$ cat src/rtl/strap_pkg.sv
package strap_pkg;
    typedef enum logic [1:0] {
        CONN_GND = 2'd0,
        CONN_VDD = 2'd1,
        CONN_SCL = 2'd2,
        CONN_SDA = 2'd3
    } conn_e;

    function automatic logic [1:0] code_lo(input conn_e c);
        return logic'(c[1]) ? {1'b1, c[0]} : {1'b0, c[0]};
    endfunction

    function automatic logic [1:0] code_hi(input conn_e c);
        return {~c[1], c[0]};
    endfunction
endpackage

$ cat src/rtl/bus_frame_detect.sv
module bus_frame_detect (
    input  logic clk,
    input  logic rst_n,
    input  logic scl_i,
    input  logic sda_i,
    output logic start_o,
    output logic stop_o,
    output logic active_o,
    output logic scl_fall_o
);
    typedef struct packed {
        logic scl;
        logic sda;
        logic active;
    } bus_st_t;

    bus_st_t st_d, st_q;

    always_comb begin
        start_o    = st_q.scl && scl_i && st_q.sda && !sda_i;
        stop_o     = st_q.active && st_q.scl && scl_i && !st_q.sda && sda_i;
        scl_fall_o = st_q.scl && !scl_i;
        active_o   = st_q.active;
        st_d       = st_q;
        st_d.scl   = scl_i;
        st_d.sda   = sda_i;
        if (start_o)     st_d.active = 1'b1;
        else if (stop_o) st_d.active = 1'b0;
    end

    always_ff @(posedge clk or negedge rst_n) begin
        if (!rst_n) st_q <= '{scl: 1'b1, sda: 1'b1, active: 1'b0};
        else        st_q <= st_d;
    end

    // a transmission opens only on a START condition
    assert_open_on_start_R11: assert property (@(posedge clk) disable iff (!rst_n)
        $rose(st_q.active) |-> $past(start_o));
endmodule

$ cat src/rtl/strap_tracker.sv
module strap_tracker
    import strap_pkg::*;
(
    input  logic  clk,
    input  logic  rst_n,
    input  logic  pin_i,
    input  logic  scl_i,
    input  logic  sda_i,
    input  logic  start_i,
    input  logic  stop_i,
    input  logic  active_i,
    input  logic  scl_fall_i,
    output conn_e conn_o
);
    typedef struct packed {
        logic  m_scl;
        logic  m_sda;
        logic  saw_edge;
        logic  valid;
        conn_e conn;
    } trk_st_t;

    trk_st_t st_d, st_q;
    conn_e   level_c;

    always_comb begin
        level_c = pin_i ? CONN_VDD : CONN_GND;
        st_d    = st_q;
        if (!st_q.valid) st_d.conn = level_c;
        if (active_i) begin
            st_d.m_scl = st_q.m_scl && (pin_i == scl_i);
            st_d.m_sda = st_q.m_sda && (pin_i == sda_i);
            if (scl_fall_i) st_d.saw_edge = 1'b1;
        end
        if (stop_i) begin
            st_d.valid = 1'b1;
            if (st_q.saw_edge && st_d.m_scl)      st_d.conn = CONN_SCL;
            else if (st_q.saw_edge && st_d.m_sda) st_d.conn = CONN_SDA;
            else                                  st_d.conn = level_c;
        end
        if (start_i) begin
            st_d.m_scl    = 1'b1;
            st_d.m_sda    = 1'b1;
            st_d.saw_edge = 1'b0;
        end
    end

    always_ff @(posedge clk or negedge rst_n) begin
        if (!rst_n) st_q <= '{m_scl: 1'b1, m_sda: 1'b1, saw_edge: 1'b0,
                              valid: 1'b0, conn: CONN_VDD};
        else        st_q <= st_d;
    end

    assign conn_o = st_q.conn;

    // once committed, the class moves only right after a STOP
    assert_hold_between_stops_R5: assert property (@(posedge clk) disable iff (!rst_n)
        (st_q.valid && $past(st_q.valid) && !$past(stop_i)) |-> $stable(st_q.conn));
    // bus-tied classes never appear before the first STOP
    assert_bus_class_needs_stop_R1: assert property (@(posedge clk) disable iff (!rst_n)
        (st_q.conn == CONN_SCL || st_q.conn == CONN_SDA) |-> st_q.valid);
endmodule

$ cat src/rtl/strap_encode.sv
module strap_encode
    import strap_pkg::*;
#(
    parameter int NIB_W = 4
) (
    input  conn_e              conn_lo_i,
    input  conn_e              conn_hi_i,
    output logic [3:0]         addr_o,
    output logic [2*NIB_W-1:0] pull_o,
    output logic [2*NIB_W-1:0] dflt_o
);
    conn_e sides [2];
    assign sides[0] = conn_lo_i;
    assign sides[1] = conn_hi_i;

    assign addr_o = {code_hi(conn_hi_i), code_lo(conn_lo_i)};

    for (genvar g = 0; g < 2; g++) begin : g_nib
        logic high_c;
        assign high_c = (sides[g] != CONN_GND);
        assign pull_o[g*NIB_W +: NIB_W] = {NIB_W{high_c}};
        assign dflt_o[g*NIB_W +: NIB_W] = {NIB_W{high_c}};
    end
endmodule

$ cat src/rtl/addr_strap_decoder.sv
module addr_strap_decoder
    import strap_pkg::*;
#(
    parameter int NIB_W = 4,
    localparam int PW   = 2 * NIB_W
) (
    input  logic          clk,
    input  logic          rst_n,
    input  logic          scl_i,
    input  logic          sda_i,
    input  logic          sel_lo_i,
    input  logic          sel_hi_i,
    output logic [3:0]    addr_lo_o,
    output logic [PW-1:0] pullup_en_o,
    output logic [PW-1:0] out_dflt_o
);
    logic  start_w, stop_w, active_w, fall_w;
    conn_e conn_lo_w, conn_hi_w;

    bus_frame_detect u_frame (
        .clk(clk), .rst_n(rst_n), .scl_i(scl_i), .sda_i(sda_i),
        .start_o(start_w), .stop_o(stop_w), .active_o(active_w), .scl_fall_o(fall_w)
    );

    strap_tracker u_trk_lo (
        .clk(clk), .rst_n(rst_n), .pin_i(sel_lo_i), .scl_i(scl_i), .sda_i(sda_i),
        .start_i(start_w), .stop_i(stop_w), .active_i(active_w),
        .scl_fall_i(fall_w), .conn_o(conn_lo_w)
    );

    strap_tracker u_trk_hi (
        .clk(clk), .rst_n(rst_n), .pin_i(sel_hi_i), .scl_i(scl_i), .sda_i(sda_i),
        .start_i(start_w), .stop_i(stop_w), .active_i(active_w),
        .scl_fall_i(fall_w), .conn_o(conn_hi_w)
    );

    strap_encode #(.NIB_W(NIB_W)) u_enc (
        .conn_lo_i(conn_lo_w), .conn_hi_i(conn_hi_w),
        .addr_o(addr_lo_o), .pull_o(pullup_en_o), .dflt_o(out_dflt_o)
    );

    // a ground low strap (code 00) leaves the low pullup nibble off
    assert_gnd_no_pull_R8: assert property (@(posedge clk) disable iff (!rst_n)
        (addr_lo_o[1:0] == 2'b00) |-> (pullup_en_o[NIB_W-1:0] == '0));
    // a ground high strap (code 10) gives an all-zero upper default nibble
    assert_gnd_low_dflt_R9: assert property (@(posedge clk) disable iff (!rst_n)
        (addr_lo_o[3:2] == 2'b10) |-> (out_dflt_o[PW-1:NIB_W] == '0));
endmodule

$ cat config.mk
export PLATFORM = sky130hd
export DESIGN_NAME = addr_strap_decoder
export DESIGN_NICKNAME = d
export VERILOG_FILES = /design/src/rtl/strap_pkg.sv /design/src/rtl/bus_frame_detect.sv /design/src/rtl/strap_tracker.sv /design/src/rtl/strap_encode.sv /design/src/rtl/addr_strap_decoder.sv
export SDC_FILE = /design/constraint.sdc
export NUM_CORES = 1
export LEC_CHECK = 0
export ABC_CLOCK_PERIOD_IN_PS = 3750
export BUFFER_PORTS_ARGS = -buffer_cell sky130_fd_sc_hd__buf_2
export CORE_AREA = 3 3 45 47
export CTS_CLUSTER_SIZE = 16
export DETAILED_ROUTE_END_ITERATION = 16
export DIE_AREA = 0 0 48 50
export MAX_ROUTING_LAYER = met4
export PLACE_DENSITY = 0.78
export SETUP_SLACK_MARGIN = 0.1
export SYNTH_ARGS = -nofsm -noshare
export SYNTH_HDL_FRONTEND = slang
export SYNTH_HIERARCHICAL = 1
export SYNTH_SLANG_ARGS = --single-unit
$ cat constraint.sdc
create_clock -name clk -period 3.75 [get_ports clk]
set_input_delay 0.1875 -clock clk [delete_from_list [all_inputs] [get_ports clk]]
set_output_delay 0.1875 -clock clk [all_outputs]
set_load 0.1 [all_outputs]
==> impl_summary.txt <==
----------------------------------------------------
[Outcome]
  Run status ... finished clean

[Layout]
  Area grow syn2layout ... 1.17%
  Post-route standard cell area excluding fillers ... between 800 and 900 um2
  Layout cells sized above 1 ... between 40% and 50%
  Layout Cells excl Fill ... 109
  Commonest non-fill, non-tap cell in the layout ... sky130_fd_sc_hd__buf_2
  Count of filler cells inserted in the layout ... about 150
  Most frequent cells in the layout ... sky130_fd_sc_hd__buf_2, sky130_fd_sc_hd__dfstp_2, sky130_fd_sc_hd__a21oi_1
  NumNets Final ... 99
  Total area of multi-input combinational cells ... between 200 and 300 um2
  Sequential standard cell area ... 385 um2
  N_diodes ... 0

[STA]
  Number of failing hold endpoints at the final stage ... 0
  Min Clock Period, post-route ... a little under 2000 ps
  Final critical-path setup slack ... between 1500 and 2000 ps
  Relative slew margins ... 52.5%
  Worst-Margin Slew ... roughly 700 ps
  Setup Skew ... 1.22 ps
  Setup TNS ... 0 ps
  Period utilization ... a little over half
  RSZ-0062 raised after global routing ... false
  Final-report setup violation count ... 0
  Fin. max-slew vios ... 0
  Achievable frequency ... about 510 MHz

[Placement]
  Final weighted congestion in routability-driven placement ... ~0.81
  Number of placed instances with taps included ... 104
  Post-Place Setup Slack ... between 1500 and 2000 ps
  HPWL after DPL ... ~1000 um
  Port buffer count ... 25
  Instance area at placement ... ~830 um2

[Critical path]
  Capturing element type of the critical path ... flop
  Max stage delay cell, worst path ... sky130_fd_sc_hd__dfrtp_1
  Worst Path Max Fanout ... 14
  Startpoint type of the worst setup path ... flop
  Largest stage delay on the critical path ... around 590 ps
  CP Data Required Time ... 3920 ps
  Startpoint-to-endpoint class of the critical path ... reg2reg
  Arrival time at the worst endpoint ... between 2000 and 2500 ps
  CP Cell Sequence ... nand2_1 > nor3_1 > and2b_2 > a211o_1

[Logic synthesis]
  Number of nets produced by synthesis ... 91
  Per-instance average area after synthesis ... 10.1 um2
  Xor-xnor portion of the synthesized cell area ... between 4 and 5%
  Yosys warnings ... 6
  Register area share after synthesis ... ~45%
  Post-synthesis compound-gate area fraction ... 12.8%
  Dominant combinational cell family by area after synthesis ... buffers and inverters
  Multiplexer share of the synthesized area ... ~2.3%
  Mapped Area ... 858 um2
  Count of unique library cells instantiated by Yosys ... 20
  Count of state elements after synthesis ... 15
  Post-synthesis cell count ... 85
  Area share of and/or/nand/nor cells after synthesis ... roughly 15%
  Share of synthesized cell area in full adder, half adder and majority cells ... 0%

[Floorplanning]
  Die outline height ... around 50 um
  Core area ... ~1700 um2
  Total Die Area ... around 2400 um2
  Cell row count ... 15
  Initial core utilization ... 50.8%
  Boundary Pins ... 26
  Width of the die ... around 48 um

[Routing]
  Via density per instance ... 5.29
  Number of design-rule violations left by the first detailed-router iteration ... 6
  Number of DRC violations after detailed routing ... 0
  1st-pass router iterations ... 4
  Final antenna-violating net count ... 0
  Routed WL ... about 1400 um
  Total number of vias ... just under 600
  Per-cell routed wire length ... ~13 um

[CTS]
  Largest buffer count on any clock path ... 2
  Clock H-tree levels ... 1
  Cell at the root of the clock tree ... sky130_fd_sc_hd__clkbuf_4
  Setup fix buffers added after clock tree synthesis ... 0
  Clock slew seen by the registers of the worst setup and hold paths ... ~80 ps
  CTS tree ... done
  Worst-Skew Late Latency ... approximately 280 ps
  Clock sink total ... 15
  Total clock buffers created by CTS ... 3

[GRT]
  Vias in the first global route ... a little over 500
  Antenna violations before repair ... 0
  First-pass GRT wire length ... 2200 um
  Global route overflow ... 0
  Maximum number of pins on one net before global-route repair ... 16
  All-Layer GR Usage ... about 14%

[Hold path]
  Path class of the lowest-slack min-delay path ... in2reg

[Flow run]
  Maximum Capacitance Violations ... 0

----------------------------------------------------
## critical path, delay by kind of cell, from the launching register on
kind	cells	cell delay (ps)
compound gates	1	290
simple gates	3	970
flops	1	590
## stage by stage
stage	hold slack (ps)	util, %
floorplan	-108	-
global placement	95.7	49.3
detailed placement	101	49.3
CTS	44.1	51.4
global route	38.3	51.4
finish	55.8	51.4
## cells in the mapped netlist
master                     count  area [um2]
sky130_fd_sc_hd__buf_4        23         173
sky130_fd_sc_hd__a21oi_1       8        40.0
sky130_fd_sc_hd__dfstp_2       8         210
sky130_fd_sc_hd__dfrtp_1       7         175
sky130_fd_sc_hd__a21o_1        6        45.0
sky130_fd_sc_hd__nand2_1       5        18.8
sky130_fd_sc_hd__nand3_1       4        20.0
sky130_fd_sc_hd__xor2_1        4        35.0
sky130_fd_sc_hd__and2b_2       3        26.3
sky130_fd_sc_hd__a211o_1       2        17.5
sky130_fd_sc_hd__inv_1         2        7.51
sky130_fd_sc_hd__mux2i_1       2        20.0
sky130_fd_sc_hd__nor2_1        2        7.51
sky130_fd_sc_hd__or2_1         2        12.5
sky130_fd_sc_hd__or2_2         2        12.5
sky130_fd_sc_hd__nand2_2       1        6.26
sky130_fd_sc_hd__nand2b_1      1        6.26
sky130_fd_sc_hd__nor3_1        1        5.00
sky130_fd_sc_hd__nor3b_2       1        12.5
sky130_fd_sc_hd__o31ai_1       1        7.51
## routing by layer
metal  vias up  track usage, %  part of all wire (%)
met3         4            4.38                   7.0
li1        277               -                     -
met4         0            9.42                   2.0
met5         -               -                     0
met2        27            18.7                    44
met1       269            16.7                    47
## what timing repair did
| item | CTS | global route |
|---|---|---|
| hold buffers | 1 | 0 |
| hold endpoints to repair | 7 | 0 |
| gates resized for setup | 0 | 0 |
## state kept, by name (all words and copies together), names as in the netlist
name              flops
u_trk_lo/st_q         4
u_frame/st_q          2
u_trk_hi/conn_o       2
u_trk_hi/st_q         4
u_trk_lo/conn_o       2
u_frame/active_o      1
## final timing paths
| check | slack (ps) | end | cells past startpoint | start |
|---|---|---|---|---|
| max | 1790 | u_trk_lo/conn_o[1]$_DFFE_PN0P_ | 4 | u_frame/active_o$_DFFE_PN0P_ |
| max in group asynchronous | 3130 | u_frame/st_q[2]$_DFF_PN1_ | 2 | rst_n |
| min | 60 | u_frame/st_q[2]$_DFF_PN1_ | 1 | scl_i |
| max reg2reg | 1790 | u_trk_lo/conn_o[1]$_DFFE_PN0P_ | 4 | u_frame/active_o$_DFFE_PN0P_ |
| min in group asynchronous | 320 | u_trk_hi/st_q[2]$_DFFE_PN0P_ | 2 | rst_n |
| min reg2reg | 480 | u_trk_lo/st_q[2]$_DFFE_PN0P_ | 1 | u_trk_lo/st_q[2]$_DFFE_PN0P_ |
## final cells by class
type	count	share of cell area, %
sequential	15	44.4
multi-input combinational	45	33.7
timing repair buffer	26	15.6
clock buffer	4	3.03
tap	17	2.45
inverter	2	0.865
## cells by family after synthesis
group / after synthesis
xor gates and xnor gates: 4
DFF: 15
AOI/OAI and AO/OA: 17
muxes: 2
and+or+nand+nor: 22
buffers and inverters: 25
Power is left out: the tool's default activity adds up to more than one toggle a clock period on the data nets, which glitch-free logic cannot reach.
